<file path="config.mk">
export PLATFORM = sky130hd
export DESIGN_NAME = irq_line_ctrl
export DESIGN_NICKNAME = d
export VERILOG_FILES = /design/src/rtl/irqc_pkg.sv /design/src/rtl/irqc_sync.sv /design/src/rtl/irqc_detect.sv /design/src/rtl/irqc_regs.sv /design/src/rtl/irq_line_ctrl.sv
export SDC_FILE = /design/constraint.sdc
export NUM_CORES = 1
export LEC_CHECK = 0
export BUFFER_PORTS_ARGS = -buffer_cell sky130_fd_sc_hd__buf_2
export CELL_PAD_IN_SITES_DETAIL_PLACEMENT = 0
export CELL_PAD_IN_SITES_GLOBAL_PLACEMENT = 1
export CORE_ASPECT_RATIO = 0.75
export CORE_MARGIN = 2
export CORE_UTILIZATION = 18
export DETAILED_ROUTE_END_ITERATION = 7
export GPL_ROUTABILITY_DRIVEN = 0
export PLACE_DENSITY_LB_ADDON = 0.08
export SETUP_SLACK_MARGIN = 0.15
export SLEW_MARGIN = 20
export SYNTH_ARGS = -nofsm -noshare
export SYNTH_HDL_FRONTEND = slang
export SYNTH_SLANG_ARGS = --single-unit
</file>
<file path="constraint.sdc">
create_clock -name clk -period 1 [get_ports clk]
set_input_delay 0.05 -clock clk [delete_from_list [all_inputs] [get_ports clk]]
set_output_delay 0.05 -clock clk [all_outputs]
set_load 0.01 [all_outputs]
</file>
<file path="src/rtl/irqc_pkg.sv">
package irqc_pkg;
  typedef enum logic [1:0] {
    TRIG_LVL_LOW  = 2'd0,
    TRIG_EDGE_FAL = 2'd1,
    TRIG_LVL_HIGH = 2'd2,
    TRIG_EDGE_RIS = 2'd3
  } trig_e;

  localparam int OFF_MODE     = 'h00;
  localparam int OFF_PEND     = 'h04;
  localparam int OFF_ENA_V0   = 'h08;
  localparam int OFF_ENA_V1   = 'h34;
  localparam trig_e MODE_RST  = TRIG_EDGE_RIS;
endpackage

</file>
<file path="src/rtl/irqc_sync.sv">
module irqc_sync #(
  parameter int STAGES = 2
) (
  input  logic clk,
  input  logic rst_n,
  input  logic d_async,
  output logic q_sync
);
  logic [STAGES-1:0] chain_q;
  logic [STAGES-1:0] chain_d;

  generate
    if (STAGES == 1) begin : g_one
      always_comb chain_d = d_async;
    end else begin : g_many
      always_comb chain_d = {chain_q[STAGES-2:0], d_async};
    end
  endgenerate

  always_ff @(posedge clk or negedge rst_n) begin
    if (!rst_n) chain_q <= '0;
    else        chain_q <= chain_d;
  end

  assign q_sync = chain_q[STAGES-1];
endmodule

</file>
<file path="src/rtl/irqc_detect.sv">
module irqc_detect
  import irqc_pkg::*;
(
  input  logic  clk,
  input  logic  rst_n,
  input  logic  lvl,
  input  trig_e mode,
  output logic  hit
);
  logic prev_q;
  logic active;
  logic is_edge;

  always_ff @(posedge clk or negedge rst_n) begin
    if (!rst_n) prev_q <= 1'b0;
    else        prev_q <= lvl;
  end

  always_comb begin
    active  = mode[1] ? lvl : ~lvl;
    is_edge = mode[0];
    hit     = active & (~is_edge | (lvl ^ prev_q));
  end
endmodule

</file>
<file path="src/rtl/irqc_regs.sv">
module irqc_regs
  import irqc_pkg::*;
#(
  parameter int ADDR_W      = 8,
  parameter int DATA_W      = 32,
  parameter bit ENA_VARIANT = 1'b0
) (
  input  logic              clk,
  input  logic              rst_n,
  input  logic              bus_wr,
  input  logic [ADDR_W-1:0] bus_addr,
  input  logic [DATA_W-1:0] bus_wdata,
  output logic [DATA_W-1:0] bus_rdata,
  input  logic              hit,
  output trig_e             mode,
  output logic              pend,
  output logic              ena,
  output logic              irq_out
);
  localparam logic [ADDR_W-1:0] A_MODE = ADDR_W'(OFF_MODE);
  localparam logic [ADDR_W-1:0] A_PEND = ADDR_W'(OFF_PEND);
  localparam logic [ADDR_W-1:0] A_ENA  = ENA_VARIANT ? ADDR_W'(OFF_ENA_V1)
                                                     : ADDR_W'(OFF_ENA_V0);

  trig_e mode_q, mode_d;
  logic  pend_q, pend_d;
  logic  ena_q,  ena_d;
  logic  out_q,  out_d;
  logic  mode_we, ena_we, ack;
  logic  unused_wdata;

  assign unused_wdata = ^bus_wdata[DATA_W-1:2];

  always_comb begin
    mode_we = bus_wr && (bus_addr == A_MODE);
    ena_we  = bus_wr && (bus_addr == A_ENA);
    ack     = bus_wr && (bus_addr == A_PEND) && bus_wdata[0];

    mode_d = mode_we ? trig_e'(bus_wdata[1:0]) : mode_q;
    ena_d  = ena_we  ? bus_wdata[0] : ena_q;
    if (hit)      pend_d = 1'b1;
    else if (ack) pend_d = 1'b0;
    else          pend_d = pend_q;
    out_d = pend_q & ena_q;
  end

  always_ff @(posedge clk or negedge rst_n) begin
    if (!rst_n) begin
      mode_q <= MODE_RST;
      ena_q  <= 1'b0;
      pend_q <= 1'b0;
      out_q  <= 1'b0;
    end else begin
      mode_q <= mode_d;
      ena_q  <= ena_d;
      pend_q <= pend_d;
      out_q  <= out_d;
    end
  end

  always_comb begin
    bus_rdata = '0;
    if (bus_addr == A_MODE)      bus_rdata[1:0] = mode_q;
    else if (bus_addr == A_PEND) bus_rdata[0]   = pend_q;
    else if (bus_addr == A_ENA)  bus_rdata[0]   = ena_q;
  end

  assign mode    = mode_q;
  assign pend    = pend_q;
  assign ena     = ena_q;
  assign irq_out = out_q;
endmodule

</file>
<file path="src/rtl/irq_line_ctrl.sv">
module irq_line_ctrl
  import irqc_pkg::*;
#(
  parameter int ADDR_W      = 8,
  parameter int DATA_W      = 32,
  parameter int SYNC_STAGES = 2,
  parameter bit ENA_VARIANT = 1'b0
) (
  input  logic              clk,
  input  logic              rst_n,
  input  logic              irq_in,
  input  logic              bus_wr,
  input  logic [ADDR_W-1:0] bus_addr,
  input  logic [DATA_W-1:0] bus_wdata,
  output logic [DATA_W-1:0] bus_rdata,
  output logic              irq_out
);
  logic  lvl_sync;
  logic  hit;
  trig_e mode;
  logic  pend_q;
  logic  en_q;

  irqc_sync #(.STAGES(SYNC_STAGES)) u_sync (
    .clk(clk), .rst_n(rst_n), .d_async(irq_in), .q_sync(lvl_sync)
  );

  irqc_detect u_det (
    .clk(clk), .rst_n(rst_n), .lvl(lvl_sync), .mode(mode), .hit(hit)
  );

  irqc_regs #(
    .ADDR_W(ADDR_W), .DATA_W(DATA_W), .ENA_VARIANT(ENA_VARIANT)
  ) u_regs (
    .clk(clk), .rst_n(rst_n), .bus_wr(bus_wr), .bus_addr(bus_addr),
    .bus_wdata(bus_wdata), .bus_rdata(bus_rdata), .hit(hit),
    .mode(mode), .pend(pend_q), .ena(en_q), .irq_out(irq_out)
  );
endmodule

</file>
==> results of run 1 <==
==> worst register-to-register path, cell delays in order, from the launching register on <==
cell	delay, ns
sky130_fd_sc_hd__dfstp_2	0.53
sky130_fd_sc_hd__buf_4	0.11
sky130_fd_sc_hd__nor2b_1	0.12
sky130_fd_sc_hd__o311ai_1	0.09
==> cell type report <==
type,count,area (sq um)
Timing Repair Buffer,28,195
Sequential cell,8,203
Multi-Input combinational cell,52,317
Clock buffer,3,41.3
Tap cell,40,50.0
Fill cell,354,2460
==> state kept, by name, indices dropped and copies added, names as in the netlist <==
register and count:
u_regs.pend 1, u_regs.ena 1, u_det.prev_q 1, u_regs.irq_out 1, u_sync.chain_q 2, u_regs.mode 2
==> Yosys cell counts (2+ instances only) <==
cell type / number
sky130_fd_sc_hd__buf_4: 30
sky130_fd_sc_hd__dfrtp_1: 6
sky130_fd_sc_hd__dfstp_2: 2
sky130_fd_sc_hd__mux2_2: 3
sky130_fd_sc_hd__nand2_1: 2
sky130_fd_sc_hd__nand3_1: 2
sky130_fd_sc_hd__nor2b_1: 2
sky130_fd_sc_hd__nor3_1: 2
==> per-layer routing <==
metal,share of wire,vias up,global-route usage
met5,0,-,0
met2,0.44,27,0.107
met3,0.088,0,0.0387
met1,0.47,203,0.0764
li1,-,208,-
met4,0,0,0.00943
==> through the flow <==
stage	hold slack (ns)	instances	util
4_1_cts	0.0697	131	0.247
6_report	0.0722	131	0.247
5_1_grt	0.0707	131	0.247
2_1_floorplan	-0.246	90	-
3_3_place_gp	-0.0949	126	0.221
3_5_place_dp	-0.0967	126	0.221
==> logic make-up after synthesis <==
logic type	count (synthesis)	share of synthesized area
buffers and inverters	30	0.371
multiplexers	3	0.0557
other	1	0.00618
flip-flops	8	0.334
AND/OR/NAND/NOR	15	0.155
AO/OA/AOI/OAI	4	0.0784
==> worst max path at each step <==
stage / slack (ns) / to / cells past startpoint / start
finish: -0.35 / bus_rdata[0] / 3 / u_regs.mode[0]$_DFFE_PN1P_
global route: -0.47 / bus_rdata[0] / 3 / u_regs.mode[0]$_DFFE_PN1P_
CTS: -0.37 / bus_rdata[0] / 3 / u_regs.mode[0]$_DFFE_PN1P_
detailed placement: -0.32 / u_regs.pend$_DFFE_PN0P_ / 4 / bus_addr[5]
global placement: -0.32 / u_regs.pend$_DFFE_PN0P_ / 4 / bus_addr[5]
floorplan: -0.15 / u_regs.pend$_DFFE_PN0P_ / 3 / bus_addr[5]
==> what timing repair did <==
item / CTS / global route
gates cloned: 0 / 0
hold endpoints to repair: 9 / 0
endpoints found under the setup margin: 6 / 6
pin swaps: 4 / 0
resized for setup: 5 / 0
hold buffers: 2 / 0
==> power breakdown <==
part	internal, W	total [W]	switching (W)
combinational	0.0000704	0.000169	0.0000984
sequential	0.000342	0.000349	0.00000682
clock	0.000260	0.000375	0.000115
==> metrics, run 1 <==
sort of element at the end of the critical path primary output; count of buffer and inverter cells on the critical path 1; highest-count cells in the layout ignoring fill and taps 30 x sky130_fd_sc_hd__conb_1, 14 x sky130_fd_sc_hd__buf_2, 8 x sky130_fd_sc_hd__buf_4; number of global-route vias before repair 413; portion of the post-synthesis area used by sequential elements 0.334; critical path class flip-flop to primary output; fraction of layout cells with a size suffix above 1 0.451; peak supply drop 0.000581 V; placed standard-cell area 723 sq um; synthesis-stage register bit count 8; drt wl/cell 8.21 um; total die area 0.00386 sq mm; critical register-to-register path endpoint u_regs.pend$_DFFE_PN0P_; total congestion overflow 0; TritonCTS clock tree done; Tightest Hold Check Type input pin to flip-flop; number of buffers added for setup after CTS 0; Top Family by Delay on Critical Path flip-flops; Setup Skew 0.00226 ns; number of buffers added on ports 16; Post-Place Worst Slack -0.323 ns; outcome finished, violations left; predominant post-synthesis flop cell sky130_fd_sc_hd__dfrtp_1; Worst Path Required 0.95 ns; top post-synthesis cells by area sky130_fd_sc_hd__buf_4 37%, sky130_fd_sc_hd__dfrtp_1 25%, sky130_fd_sc_hd__dfstp_2 8.7%, sky130_fd_sc_hd__mux2_2 5.6%, sky130_fd_sc_hd__o41ai_2 2.7%; most area-hungry cell type in the Yosys netlist sky130_fd_sc_hd__buf_4; pin count of the biggest net entering global routing 9; net count reported at finish 137; Reg2Reg Setup Slack 0.02 ns; number of hold violations in the final report 0; floorplan die height 54.3 um; DR pass1 iterations 4; total design power 0.000893 W; final setup slack of the worst path -0.348 ns; total of warnings raised by yosys 0; area of the mapped netlist 607 sq um; syn avg cell area 9.95 sq um; total of endpoints with negative setup slack in the final report 2; Power Dens Cells 1110 mW/mm^2; cell chain of the critical path o21bai_1, a2111oi_2, buf_2; Cells on Worst Hold Path 2; leading cell type in the layout, fill and taps excluded sky130_fd_sc_hd__conb_1; CTS Root Cell sky130_fd_sc_hd__clkbuf_8; count of routing violations after the opening detailed-route iteration 3; detailed-route via count 438; leakage power 0.399 nW; count of standard-cell rows 18; failing checks negative setup slack; EDFF count, synth 0; max capacitance violation total 0; Min-Delay Startpoint bus_wdata[1]; GRT Util Overall 0.0654; remaining antenna violation count 0; CTS Buffer Depth 2; endpoint arrival time on the critical path 1.30 ns; Final Slew Violations 0; clock-pin transition on the worst setup and hold timing paths 0.04 ns; clock period minus worst slack 1.35 ns; initial antenna violation count 0; Max Freq 742 MHz; number of standard cells after synthesis 61; remaining design rule violation count 0; area added between synthesis and finish 32.8%; floorplan die width 71.0 um; launch instance of the worst register-to-register path u_regs.mode[0]$_DFFE_PN1P_; Post-DP HPWL 954 um; first-pass GRT wire length 1.84 mm; unrepaired setup endpoints after global routing yes; # H-tree levels 1; number of buffers created by CTS 3; final critical-path share of the clock period 1.35; I/O pin cnt 77; crit-path max FO 2; fraction of post-synthesis cell area in the top cell type by area 0.371; Critical Path Start Type flip-flop; Min-Delay Endpoint u_regs.mode[1]$_DFFE_PN1P_; total wire length after detailed routing 1.08 mm; Layout Cell Area excl Fill 806 sq um; Register-to-Register Path Depth 3; count of unique library cells instantiated by Yosys 20; initial core utilization 0.186; antenna diode count 0; Fin Setup TNS -0.476 ns; cell with the largest stage delay on the worst path sky130_fd_sc_hd__dfstp_2; mean number of vias per cell 3.34; share of flip-flops with an asynchronous set or reset 1.00; Floorplan Core Area 0.00327 sq mm; clock insertion delay at the later pin of the skew report 0.22 ns; maximum single-stage delay on the critical path 0.53 ns; clock net sink count 8
Power figures use the tool's default switching activity.
==> run 2, diff against run 1 <==
--- a/config.mk
+++ b/config.mk
@@ -19,3 +19,4 @@
 export SYNTH_ARGS = -nofsm -noshare
 export SYNTH_HDL_FRONTEND = slang
 export SYNTH_SLANG_ARGS = --single-unit
+export TNS_END_PERCENT = 20
==> metrics, run 2 (synthesized netlist as in run 1, its figures left out) <==
outcome finished, violations left (unchanged); failing checks negative setup slack (unchanged); maximum single-stage delay on the critical path 0.53 ns (about the same); Final Slew Violations 0 (unchanged); final critical-path share of the clock period 1.36 (was 1.35); floorplan die width 71.0 um (unchanged); pin count of the biggest net entering global routing 9 (unchanged); fraction of layout cells with a size suffix above 1 0.402 (was 0.451); count of standard-cell rows 18 (unchanged); Layout Cell Area excl Fill 734 sq um (was 806 sq um); number of buffers created by CTS 3 (unchanged); Setup Skew 0.00595 ns (was 0.00226 ns); remaining design rule violation count 0 (unchanged); number of buffers added on ports 16 (unchanged); endpoint arrival time on the critical path 1.31 ns (was 1.30 ns); total of endpoints with negative setup slack in the final report 3 (was 2); total wire length after detailed routing 1.04 mm (was 1.08 mm); Floorplan Core Area 0.00327 sq mm (unchanged); remaining antenna violation count 0 (unchanged); peak supply drop 0.000570 V (was 0.000581 V); Critical Path Start Type flip-flop (unchanged); total die area 0.00386 sq mm (unchanged); Post-Place Worst Slack -0.315 ns (was -0.323 ns); highest-count cells in the layout ignoring fill and taps 30 x sky130_fd_sc_hd__conb_1, 16 x sky130_fd_sc_hd__buf_2, 6 x sky130_fd_sc_hd__dfrtp_1 (was 30 x sky130_fd_sc_hd__conb_1, 14 x sky130_fd_sc_hd__buf_2, 8 x sky130_fd_sc_hd__buf_4); Reg2Reg Setup Slack 0.03 ns (was 0.02 ns); Critical path destination bus_rdata[0] (unchanged); critical register-to-register path endpoint u_regs.pend$_DFFE_PN0P_ (unchanged); sort of element at the end of the critical path primary output (unchanged); clock period minus worst slack 1.36 ns (was 1.35 ns); beginning of the critical path u_regs.mode[0]$_DFFE_PN1P_ (unchanged); cell with the largest stage delay on the worst path sky130_fd_sc_hd__dfstp_2 (unchanged); clock-pin transition on the worst setup and hold timing paths 0.04 ns (about the same); crit-path max FO 2 (unchanged); CTS Root Cell sky130_fd_sc_hd__clkbuf_8 (unchanged); total congestion overflow 0 (unchanged); mean number of vias per cell 3.31 (was 3.34); cell total after placement 121 (was 126); net count reported at finish 132 (was 137); placed standard-cell area 658 sq um (was 723 sq um); Fin Setup TNS -0.542 ns (was -0.476 ns); leading cell type in the layout, fill and taps excluded sky130_fd_sc_hd__conb_1 (unchanged); count of placed standard cells in the final layout, fillers left out 127 (was 131); Tightest Hold Check Type input pin to flip-flop (unchanged); clock net sink count 8 (unchanged); initial core utilization 0.186 (unchanged); I/O pin cnt 77 (unchanged); number of global-route vias before repair 355 (was 413); count of routing violations after the opening detailed-route iteration 5 (was 3); critical path class flip-flop to primary output (unchanged); fillcell total 360 (was 354); number of hold violations in the final report 0 (unchanged); Worst Path Required 0.95 ns (about the same); leakage power 0.367 nW (was 0.399 nW); DR pass1 iterations 2 (was 4); unrepaired setup endpoints after global routing yes (unchanged); first-pass GRT wire length 1.64 mm (was 1.84 mm); total design power 0.000896 W (was 0.000893 W); GRT Util Overall 0.0613 (was 0.0654); antenna diode count 0 (unchanged); Max Freq 737 MHz (was 742 MHz); floorplan die height 54.3 um (unchanged); drt wl/cell 8.19 um (was 8.21 um); number of buffers added for setup after CTS 0 (unchanged); max capacitance violation total 0 (unchanged); CTS Buffer Depth 2 (unchanged); TritonCTS clock tree done (unchanged); launch instance of the worst register-to-register path u_regs.mode[0]$_DFFE_PN1P_ (unchanged); initial antenna violation count 0 (unchanged); final setup slack of the worst path -0.357 ns (was -0.348 ns); clock insertion delay at the later pin of the skew report 0.23 ns (was 0.22 ns); Post-DP HPWL 904 um (was 954 um); cell chain of the critical path o21bai_1, a2111oi_2, buf_2 (unchanged); Register-to-Register Path Depth 3 (unchanged); detailed-route via count 421 (was 438); area added between synthesis and finish 21.0% (was 32.8%); Power Dens Cells 1220 mW/mm^2 (was 1110 mW/mm^2); # H-tree levels 1 (unchanged)
==> run 2: cell types whose count changed in the layout (fill, tap and decap cells not counted), sizes merged <==
cell and change:
clkbuf +1, buf -5
==> run 2: routing by layer <==
layer	up-vias	track usage	share of wire	wire length, um
met3	2	0.0387	0.085	88
li1	202	-	-	-
met5	-	0	0	0
met4	0	0.0377	0.0077	8
met1	192	0.0741	0.48	504
met2	25	0.0810	0.42	438
==> run 2: worst max-delay path, delay by kind of cell (launching register included) <==
| family | cells | cell delay, ns |
|---|---|---|
| flops | 1 | 0.53 |
| compound gates | 2 | 0.36 |
| buf+inv | 1 | 0.19 |
==> run 2: through the flow <==
| stage | hold WS [ns] | utilization |
|---|---|---|
| 2_1_floorplan | -0.246 | - |
| 3_5_place_dp | -0.0973 | 0.202 |
| 5_1_grt | 0.0575 | 0.225 |
| 3_3_place_gp | -0.0932 | 0.202 |
| 6_report | 0.0572 | 0.225 |
| 4_1_cts | 0.0519 | 0.221 |
==> run 2: repair_timing <==
action | 4_1_cts | 5_1_grt
setup endpoints to repair | 6 | 6
hold buffers | 2 | 0
cloned | 0 | 0
hold endpoints to repair | 9 | 0
resized for setup | 0 | 2
pin swaps | 2 | 2
==> run 2: worst min-delay path by stage <==
stage	endpoint	from	slack [ns]	cells after the start
final	u_regs.mode[1]$_DFFE_PN1P_	bus_wdata[1]	0.06	2
after global routing	u_regs.mode[1]$_DFFE_PN1P_	bus_wdata[1]	0.06	2
after CTS	u_regs.mode[1]$_DFFE_PN1P_	bus_wdata[1]	0.05	2
after detailed placement	u_sync.chain_q[0]$_DFF_PN0_	rst_n	-0.1	1
after global placement	u_sync.chain_q[0]$_DFF_PN0_	rst_n	-0.09	1
after floorplan	u_det.prev_q$_DFF_PN0_	rst_n	-0.25	0
==> run 2: final cells by class <==
| cell class | count | area, sq um | area share |
|---|---|---|---|
| well taps | 40 | 50.0 | 0.0681 |
| flip-flops and latches | 8 | 203 | 0.276 |
| multi-input cells | 52 | 299 | 0.407 |
| repair buffers | 23 | 138 | 0.187 |
| clock buffers | 4 | 45.0 | 0.0613 |
==> run 2: power breakdown <==
group	internal, W	leakage [nW]	switching, W
combinational	0.0000499	0.252	0.0000918
sequential	0.000342	0.0920	0.00000749
clock	0.000276	0.0228	0.000128
